$ cat config.mk
export PLATFORM = sky130hd
export DESIGN_NAME = lvm_status_ctrl
export DESIGN_NICKNAME = d
export VERILOG_FILES = /design/src/rtl/lvm_pkg.sv /design/src/rtl/lvm_sync.sv /design/src/rtl/lvm_flag_bank.sv /design/src/rtl/lvm_ctrl_regs.sv /design/src/rtl/lvm_reset_gen.sv /design/src/rtl/lvm_status_ctrl.sv
export SDC_FILE = /design/constraint.sdc
export NUM_CORES = 1
export LEC_CHECK = 0
export ABC_AREA = 1
export ABC_CLOCK_PERIOD_IN_PS = 1080
export CAP_MARGIN = 30
export CELL_PAD_IN_SITES_DETAIL_PLACEMENT = 1
export CELL_PAD_IN_SITES_GLOBAL_PLACEMENT = 1
export CORE_ASPECT_RATIO = 0.9
export CORE_MARGIN = 5
export CORE_UTILIZATION = 24
export CTS_CLUSTER_DIAMETER = 120
export DETAILED_ROUTE_END_ITERATION = 8
export MAX_ROUTING_LAYER = met4
export PLACE_DENSITY_LB_ADDON = 0.1
export SYNTH_ARGS = -nofsm -noshare
export SYNTH_HDL_FRONTEND = slang
export SYNTH_SLANG_ARGS = --single-unit
$ cat constraint.sdc
create_clock -name clk -period 1.08 [get_ports clk]
set_input_delay 0.216 -clock clk [delete_from_list [all_inputs] [get_ports clk]]
set_output_delay 0.216 -clock clk [all_outputs]
set_load 0.02 [all_outputs]
$ cat src/rtl/lvm_pkg.sv
package lvm_pkg;

    localparam int NSUP    = 5;
    localparam int DATA_W  = 32;
    localparam int STRB_W  = DATA_W / 8;
    localparam int SYNC_N  = 2;

    // Status word layout
    localparam int CLR_LSB = 16;
    localparam int FLG_LSB = 24;
    // Control word layout
    localparam int IE_LSB  = 0;
    localparam int RE_LSB  = 8;

    localparam int CLR_BYTE = CLR_LSB / 8;
    localparam int IE_BYTE  = IE_LSB / 8;
    localparam int RE_BYTE  = RE_LSB / 8;

    typedef logic [NSUP-1:0]   sup_vec_t;
    typedef logic [DATA_W-1:0] word_t;

    typedef enum logic {
        REG_STATUS = 1'b0,
        REG_CTRL   = 1'b1
    } reg_sel_e;

    typedef struct packed {
        sup_vec_t irq_en;
        sup_vec_t rst_en;
    } ctrl_t;

    function automatic sup_vec_t field_get(input word_t w, input int lsb);
        word_t sh;
        sh = w >> lsb;
        return sh[NSUP-1:0];
    endfunction

    function automatic word_t field_put(input sup_vec_t v, input int lsb);
        word_t w;
        w = word_t'(v);
        return w << lsb;
    endfunction

endpackage

$ cat src/rtl/lvm_sync.sv
module lvm_sync #(
    parameter int WIDTH  = 5,
    parameter int STAGES = 2
) (
    input  logic             clk,
    input  logic             rst,
    input  logic [WIDTH-1:0] d_i,
    output logic [WIDTH-1:0] q_o
);

    logic [WIDTH-1:0] stg_q [STAGES];

    always_ff @(posedge clk) begin
        if (rst) begin
            for (int i = 0; i < STAGES; i++) stg_q[i] <= '0;
        end else begin
            stg_q[0] <= d_i;
            for (int i = 1; i < STAGES; i++) stg_q[i] <= stg_q[i-1];
        end
    end

    assign q_o = stg_q[STAGES-1];

endmodule

$ cat src/rtl/lvm_flag_bank.sv
module lvm_flag_bank
    import lvm_pkg::*;
(
    input  logic     clk,
    input  logic     rst,
    input  sup_vec_t set_i,
    input  sup_vec_t clr_i,
    input  logic     sysclr_i,
    output sup_vec_t flag_o
);

    for (genvar g = 0; g < NSUP; g++) begin : g_flag
        logic f_q;
        always_ff @(posedge clk) begin
            if (rst || sysclr_i) f_q <= 1'b0;
            else if (set_i[g])   f_q <= 1'b1;   // set beats a clear
            else if (clr_i[g])   f_q <= 1'b0;
        end
        assign flag_o[g] = f_q;
    end

endmodule

$ cat src/rtl/lvm_ctrl_regs.sv
module lvm_ctrl_regs
    import lvm_pkg::*;
(
    input  logic     clk,
    input  logic     rst,
    input  logic     sysclr_i,
    input  logic     ie_we_i,
    input  logic     re_we_i,
    input  sup_vec_t ie_d_i,
    input  sup_vec_t re_d_i,
    output ctrl_t    ctrl_o
);

    ctrl_t ctrl_q;

    always_ff @(posedge clk) begin
        if (rst || sysclr_i) begin
            ctrl_q <= '0;
        end else begin
            if (ie_we_i) ctrl_q.irq_en <= ie_d_i;
            if (re_we_i) ctrl_q.rst_en <= re_d_i;
        end
    end

    assign ctrl_o = ctrl_q;

endmodule

$ cat src/rtl/lvm_reset_gen.sv
module lvm_reset_gen
    import lvm_pkg::*;
(
    input  logic     clk,
    input  logic     rst,
    input  sup_vec_t flag_i,
    input  sup_vec_t rst_en_i,
    output logic     req_o
);

    logic req_q;

    always_ff @(posedge clk) begin
        if (rst) req_q <= 1'b0;
        else     req_q <= !req_q && ((flag_i & rst_en_i) != '0);
    end

    assign req_o = req_q;

endmodule

$ cat src/rtl/lvm_status_ctrl.sv
module lvm_status_ctrl
    import lvm_pkg::*;
(
    input  logic        clk,
    input  logic        rst,
    input  logic [4:0]  mon_below_i,
    input  logic        bus_wr_i,
    input  logic        bus_sel_i,
    input  logic [31:0] bus_wdata_i,
    input  logic [3:0]  bus_wstrb_i,
    output logic [31:0] bus_rdata_o,
    output logic        irq_o,
    output logic        sys_rst_req_o
);

    reg_sel_e sel;
    sup_vec_t sync_q;
    sup_vec_t clr_mask;
    sup_vec_t flag_q;
    ctrl_t    ctrl;
    logic     sysclr;
    logic     ctrl_we;
    logic     unused_wr_bits;

    assign sel     = reg_sel_e'(bus_sel_i);
    assign ctrl_we = bus_wr_i && (sel == REG_CTRL);

    always_comb begin
        clr_mask = '0;
        if (bus_wr_i && sel == REG_STATUS && bus_wstrb_i[CLR_BYTE])
            clr_mask = field_get(bus_wdata_i, CLR_LSB);
    end

    lvm_sync #(.WIDTH(NSUP), .STAGES(SYNC_N)) i_sync (
        .clk (clk),
        .rst (rst),
        .d_i (mon_below_i),
        .q_o (sync_q)
    );

    lvm_flag_bank i_flags (
        .clk      (clk),
        .rst      (rst),
        .set_i    (sync_q),
        .clr_i    (clr_mask),
        .sysclr_i (sysclr),
        .flag_o   (flag_q)
    );

    lvm_ctrl_regs i_ctrl (
        .clk      (clk),
        .rst      (rst),
        .sysclr_i (sysclr),
        .ie_we_i  (ctrl_we && bus_wstrb_i[IE_BYTE]),
        .re_we_i  (ctrl_we && bus_wstrb_i[RE_BYTE]),
        .ie_d_i   (field_get(bus_wdata_i, IE_LSB)),
        .re_d_i   (field_get(bus_wdata_i, RE_LSB)),
        .ctrl_o   (ctrl)
    );

    lvm_reset_gen i_rstgen (
        .clk      (clk),
        .rst      (rst),
        .flag_i   (flag_q),
        .rst_en_i (ctrl.rst_en),
        .req_o    (sysclr)
    );

    always_comb begin
        case (sel)
            REG_STATUS: bus_rdata_o = field_put(flag_q, FLG_LSB);
            default:    bus_rdata_o = field_put(ctrl.irq_en, IE_LSB)
                                    | field_put(ctrl.rst_en, RE_LSB);
        endcase
    end

    assign irq_o          = (flag_q & ctrl.irq_en) != '0;
    assign sys_rst_req_o  = sysclr;
    assign unused_wr_bits = ^{bus_wdata_i, bus_wstrb_i};

endmodule

# Yosys cells after proc, flatten, opt, wreduce, memory -nomap -nowiden
# Memory sizes are Yosys's and may differ from the RTL's.
# Cells that the tools add are included.
# Widths: inputs -> output; s select.
[classes]
addsub = 0
mul = 0
div = 0
magnitude_cmp = 0
n_eq_ne = 0
shifts = 0
muxes = 17
bitwise = 6
reduce_logical = 15
[ops]
columns = ["operator", "n"]
rows = [
  ["$mux 32", 1],
  ["$mux 5", 3],
  ["$mux 1", 13],
  ["$or 5x13->13", 1],
  ["$and 5x5->5", 2],
  ["$reduce_bool 2->1", 5],
  ["$reduce_bool 5->1", 2],
  ["$logic_and 1x1->1", 6],
  ["$or 1x1->1", 2],
  ["$logic_not 1->1", 1],
  ["$logic_or 1x1->1", 1],
  ["$not 1->1", 1],
]
[totals]
register_bits = 16
latchBits = 0
ramBits = 10
rom_bits = 0
output_inout_bits = 34
n_memories = 1
[memory_table]
columns = ["memory", "depth", "width", "read_ports", "rd_ports_with_merged_regs", "write_ports", "line_no", "source"]
rows = [
  ["i_sync.stg_q", 2, 5, 2, 0, 2, "lvm_sync.sv:11", "logic [WIDTH-1:0] stg_q [STAGES];"],
]

# Longest topological paths before layout
[logic_depth]
depth_word = 6
mapped_depth = 5

# Modules after synthesis
# Synthesis repeated with hierarchy kept, for this count alone.
[hier_totals]
hier_cells = 217
hier_area_um2 = 1433.9
[modules_own_cells]
columns = ["module", "instances", "cells_per_inst", "area_each_um2", "seq_area_each_um2"]
rows = [
  ["lvm_ctrl_regs", 1, 63, 409.1, 200.2],
  ["lvm_status_ctrl", 1, 74, 382.9, 0.0],
  ["lvm_sync", 1, 36, 324.1, 200.2],
  ["lvm_flag_bank", 1, 33, 256.5, 100.1],
  ["lvm_reset_gen", 1, 11, 61.3, 20.0],
]

# Worst setup path after synthesis
# Ideal clock, no wire load.
[synth_path]
path_type = "input port to output port"
start = "input port bus_sel_i"
end = "output port bus_rdata_o[24]"
t_arrival_ns = 0.838
t_required_ns = 0.864
slack_ns = 0.026
path_stages = 3
cell_sequence = "buf_2 -> buf_2 -> nor2_1"
[synth_between]
elab_chain_len = 1
[synth_lines]
columns = ["item", "line_no", "source"]
rows = [
  ["start: declaration", "lvm_status_ctrl.sv:8", "input logic bus_sel_i,"],
  ["$mux 32", "lvm_status_ctrl.sv:70", "case (sel)"],
  ["end: declaration", "lvm_status_ctrl.sv:11", "output logic [31:0] bus_rdata_o,"],
]
# Every way passes these cells.

# Worst setup path after layout
[layout_path]
start = "register i_flags.g_flag[1].f_q"
end = "output port irq_o"
[layout_between]
elab_chain_len = 2
[layout_lines]
columns = ["item", "line_no", "source"]
rows = [
  ["start: declaration", "lvm_flag_bank.sv:13", "logic f_q;"],
  ["start signal: assignment", "lvm_flag_bank.sv:15", "if (rst || sysclr_i) f_q <= 1'b0;"],
  ["start signal: assignment", "lvm_flag_bank.sv:16", "else if (set_i[g]) f_q <= 1'b1;"],
  ["start signal: assignment", "lvm_flag_bank.sv:17", "else if (clr_i[g]) f_q <= 1'b0;"],
  ["$and 5x5->5", "lvm_status_ctrl.sv:77", "assign irq_o = (flag_q & ctrl.irq_en) != '0;"],
  ["$reduce_bool 5->1", "lvm_status_ctrl.sv:77", ""],
  ["end: declaration", "lvm_status_ctrl.sv:12", "output logic irq_o,"],
]
# Every way passes these cells.

==> insert_results.sql <==
INSERT INTO impl_metrics (metric_group, metric, value, unit) VALUES
('status', 'outcome', 'finished with violations', ''),
('status', 'failing_checks', 'setup timing', ''),
('floorplanning', 'initial_core_utilization', '24.4', '%'),
('global_route', 'grt_start_max_net_pins', '17', ''),
('floorplanning', 'fp.dieW', '86.6', 'um'),
('run', 'maximum_capacitance_violations', '0', ''),
('yosys', 'post_synth.cell_area_avg', '7.37', 'um2'),
('sta', 'timing.final.crit_share', '122', '%'),
('yosys', 'syn-cell-area', '1270', 'um2'),
('floorplanning', 'floorplan.io_pins', '79', ''),
('clock_tree', 'cts_inserted_buffers', '3', ''),
('global_route', 'antenna_found_initial', '0', ''),
('yosys', 'yosys_warnings', '0', ''),
('power_and_ir_drop', 'leakagePower', '1.03', 'nW'),
('sta', 'slew_violations', '0', ''),
('sta', 'setup_violations', '9', ''),
('finish', 'area.growth.synth_to_final', '73.9', '%'),
('worst_hold_path', 'path_class_of_the_lowest_slack_min_delay_path', 'reg2reg', ''),
('yosys', 'synth_seq_cells', '26', ''),
('sta', 'finalClockSkew', '3.80', 'ps'),
('route', 'vias', '1263', ''),
('sta', 'timing.final.crit_period', '1310', 'ps'),
('clock_tree', 'clk_pin_slew_worst_paths', '90', 'ps'),
('worst_setup_path', 'worst-endpoint-required', '860', 'ps'),
('sta', 'final_count_of_hold_timing_violations', '0', ''),
('worst_setup_path', 'critical_path.endpoint_type', 'output pin', ''),
('route', 'route.antenna.remaining_nets', '0', ''),
('clock_tree', 'cts-htree-levels', '1', ''),
('floorplanning', 'die_h', '78.9', 'um'),
('placement', 'post-place-cells', '300', ''),
('finish', 'most_common_cell_after_layout_fill_and_taps_aside', 'sky130_fd_sc_hd__buf_4', ''),
('sta', 'setup_repair_after_global_routing_missed_its_margin', 'yes', ''),
('yosys', 'synthDistinctLibCells', '16', ''),
('finish', 'layout.nets', '293', ''),
('worst_setup_path', 'crit_fanout', '2', ''),
('worst_setup_path', 'setup.worst_path.start_class', 'flop', ''),
('power_and_ir_drop', 'powerDensity', '987', 'nW/um2'),
('clock_tree', 'root_buffer', 'sky130_fd_sc_hd__clkbuf_8', ''),
('power_and_ir_drop', 'total_power', '0.00218', 'W'),
('route', 'wl_per_cell', '12.6', 'um'),
('floorplanning', 'die_outline_area', '6840', 'um2'),
('route', 'wl', '3970', 'um'),
('sta', 'max_clock_freq', '760', 'MHz'),
('finish', 'layout-drive-gt1-share', '46.6', '%'),
('placement', 'gpl.final_weighted_congestion', '0.710', ''),
('route', 'drt-pass1-iter-count', '4', ''),
('power_and_ir_drop', 'ir_drop_worst_vdd', '556', 'uV'),
('worst_setup_path', 'worstPathArrival', '1100', 'ps'),
('floorplanning', 'rows', '25', ''),
('global_route', 'grt.overflow.total', '0', ''),
('route', 'avgViaCountPerCell', '4.02', ''),
('sta', 'final.hold.worst_slack', '409', 'ps'),
('finish', 'insertedDiodeCount', '0', ''),
('route', 'first_iter_violations', '20', ''),
('clock_tree', 'worst_skew_pair.late_latency', '280', 'ps'),
('sta', 'setup_ws', '-235', 'ps'),
('yosys', 'syn_inst', '172', ''),
('route', 'route.detailed.drc', '0', ''),
('global_route', 'grt_pass1_wl', '5980', 'um'),
('finish', 'instances_no_fill', '314', ''),
('worst_setup_path', 'timing_worst_setup_path_type', 'reg2out', ''),
('yosys', 'synth.top_cell.area_share', '41.1', '%'),
('finish', 'layout_common_cells', 'sky130_fd_sc_hd__buf_4 (27), sky130_fd_sc_hd__nand2_1 (25), sky130_fd_sc_hd__clkdlybuf4s50_1 (24)', ''),
('clock_tree', 'numClockSinks', '26', ''),
('global_route', 'first_global_vias', '1262', ''),
('placement', 'placement.io_buffers', '43', ''),
('clock_tree', 'clock_tree_from_tritoncts', 'built', ''),
('placement', 'detailed_place_hpwl', '2860', 'um'),
('global_route', 'groute.usage.overall', '11.4', '%'),
('clock_tree', 'cts-root-to-sink-buffers', '2', ''),
('yosys', 'synth.largest_area_cell', 'sky130_fd_sc_hd__dfxtp_1', ''),
('yosys', 'synth_area_leaders', 'sky130_fd_sc_hd__dfxtp_1 (41%), sky130_fd_sc_hd__buf_4 (11%), sky130_fd_sc_hd__nand2_1 (11%)', ''),
('yosys', 'part_of_the_yosys_area_used_for_sequential_elements', '41.1', '%'),
('floorplanning', 'placeable_core_region', '5190', 'um2');
timing repair:
item,in CTS,in global routing
hold buffers,0,0
buffers inserted,6,7
cloned,1,0
setup endpoints to repair,26,27
gates resized for setup,124,46
pin swaps,2,9
sequential cells by signal (all words and copies together), names as in the netlist:
register / cells
i_ctrl.ctrl_o: 10
i_rstgen.req_o: 1
i_flags.g_flag.f_q: 5
i_sync.stg_q: 10
synthesized netlist by cell type:
library cell / instances
sky130_fd_sc_hd__nor2_1: 16
sky130_fd_sc_hd__a21oi_1: 6
sky130_fd_sc_hd__buf_2: 3
sky130_fd_sc_hd__nand2_1: 36
sky130_fd_sc_hd__nor2_4: 1
sky130_fd_sc_hd__buf_6: 2
sky130_fd_sc_hd__nand3_1: 4
sky130_fd_sc_hd__a21oi_2: 9
sky130_fd_sc_hd__inv_1: 31
sky130_fd_sc_hd__buf_4: 19
sky130_fd_sc_hd__nand3b_1: 1
sky130_fd_sc_hd__dfxtp_1: 26
sky130_fd_sc_hd__nand4_1: 15
sky130_fd_sc_hd__conb_1: 1
sky130_fd_sc_hd__clkbuf_1: 1
sky130_fd_sc_hd__or2_1: 1
critical path, cell delays in order (launching register included):
cell                       delay, ps
sky130_fd_sc_hd__dfxtp_4         360
sky130_fd_sc_hd__nand2_2          60
sky130_fd_sc_hd__nand3_2          60
sky130_fd_sc_hd__nand3b_1        190
sky130_fd_sc_hd__buf_6           150
layer usage:
metal / share of wire, % / vias up / wire length (um) / track usage (%)
li1: - / 644 / - / -
met1: 44 / 577 / 1740 / 14.1
met2: 49 / 38 / 1930 / 18.5
met3: 6.5 / 4 / 258 / 2.49
met4: 1.1 / 0 / 42 / 3.74
met5: 0 / - / 0 / -
final timing paths:
check                              from            endpoint  slack, ps  cells after the start
setup / recovery  i_flags.g_flag[1].f_q               irq_o       -230                      4
hold / removal       i_sync.stg_q[0][0]  i_sync.stg_q[0][5]        410                      2
setup reg to reg  i_flags.g_flag[2].f_q      i_rstgen.req_o         70                      6
hold reg to reg      i_sync.stg_q[0][0]  i_sync.stg_q[0][5]        410                      2
cell type report:
type                    count  area (um2)
clock buffers               4        55.1
fillers                   632        2990
inverters                  31         124
multi-input cells         106         589
flip-flops and latches     26         547
well taps                  67        83.8
repair buffers             80         806
through the flow:
step	TNS [ps]	instance area [um2]	setup WS (ps)	utilization, %
after floorplan	0	1330	25.9	-
after global placement	-16030	1900	-738	36.6
after detailed placement	-16510	1900	-762	36.6
after CTS	-1110	2060	-252	39.6
after global routing	-1390	2200	-300	42.5
final	-837	2200	-235	42.5
cells by family (layout without fill, tap and decap cells):
| group | Yosys count | in the layout | synth area share, % |
|---|---|---|---|
| buf+inv | 56 | 115 | 23.7 |
| flops | 26 | 26 | 41.1 |
| other cells | 1 | 17 | 0.296 |
| simple gates | 74 | 74 | 26.4 |
| compound gates | 15 | 15 | 8.59 |
power breakdown:
part | switching, W | internal [W]
logic | 0.000244 | 0.000259
registers | 0.0000249 | 0.000999
clock network | 0.000324 | 0.000327
total | 0.000592 | 0.00158
Note: power is estimated with default switching activity, not from simulation.
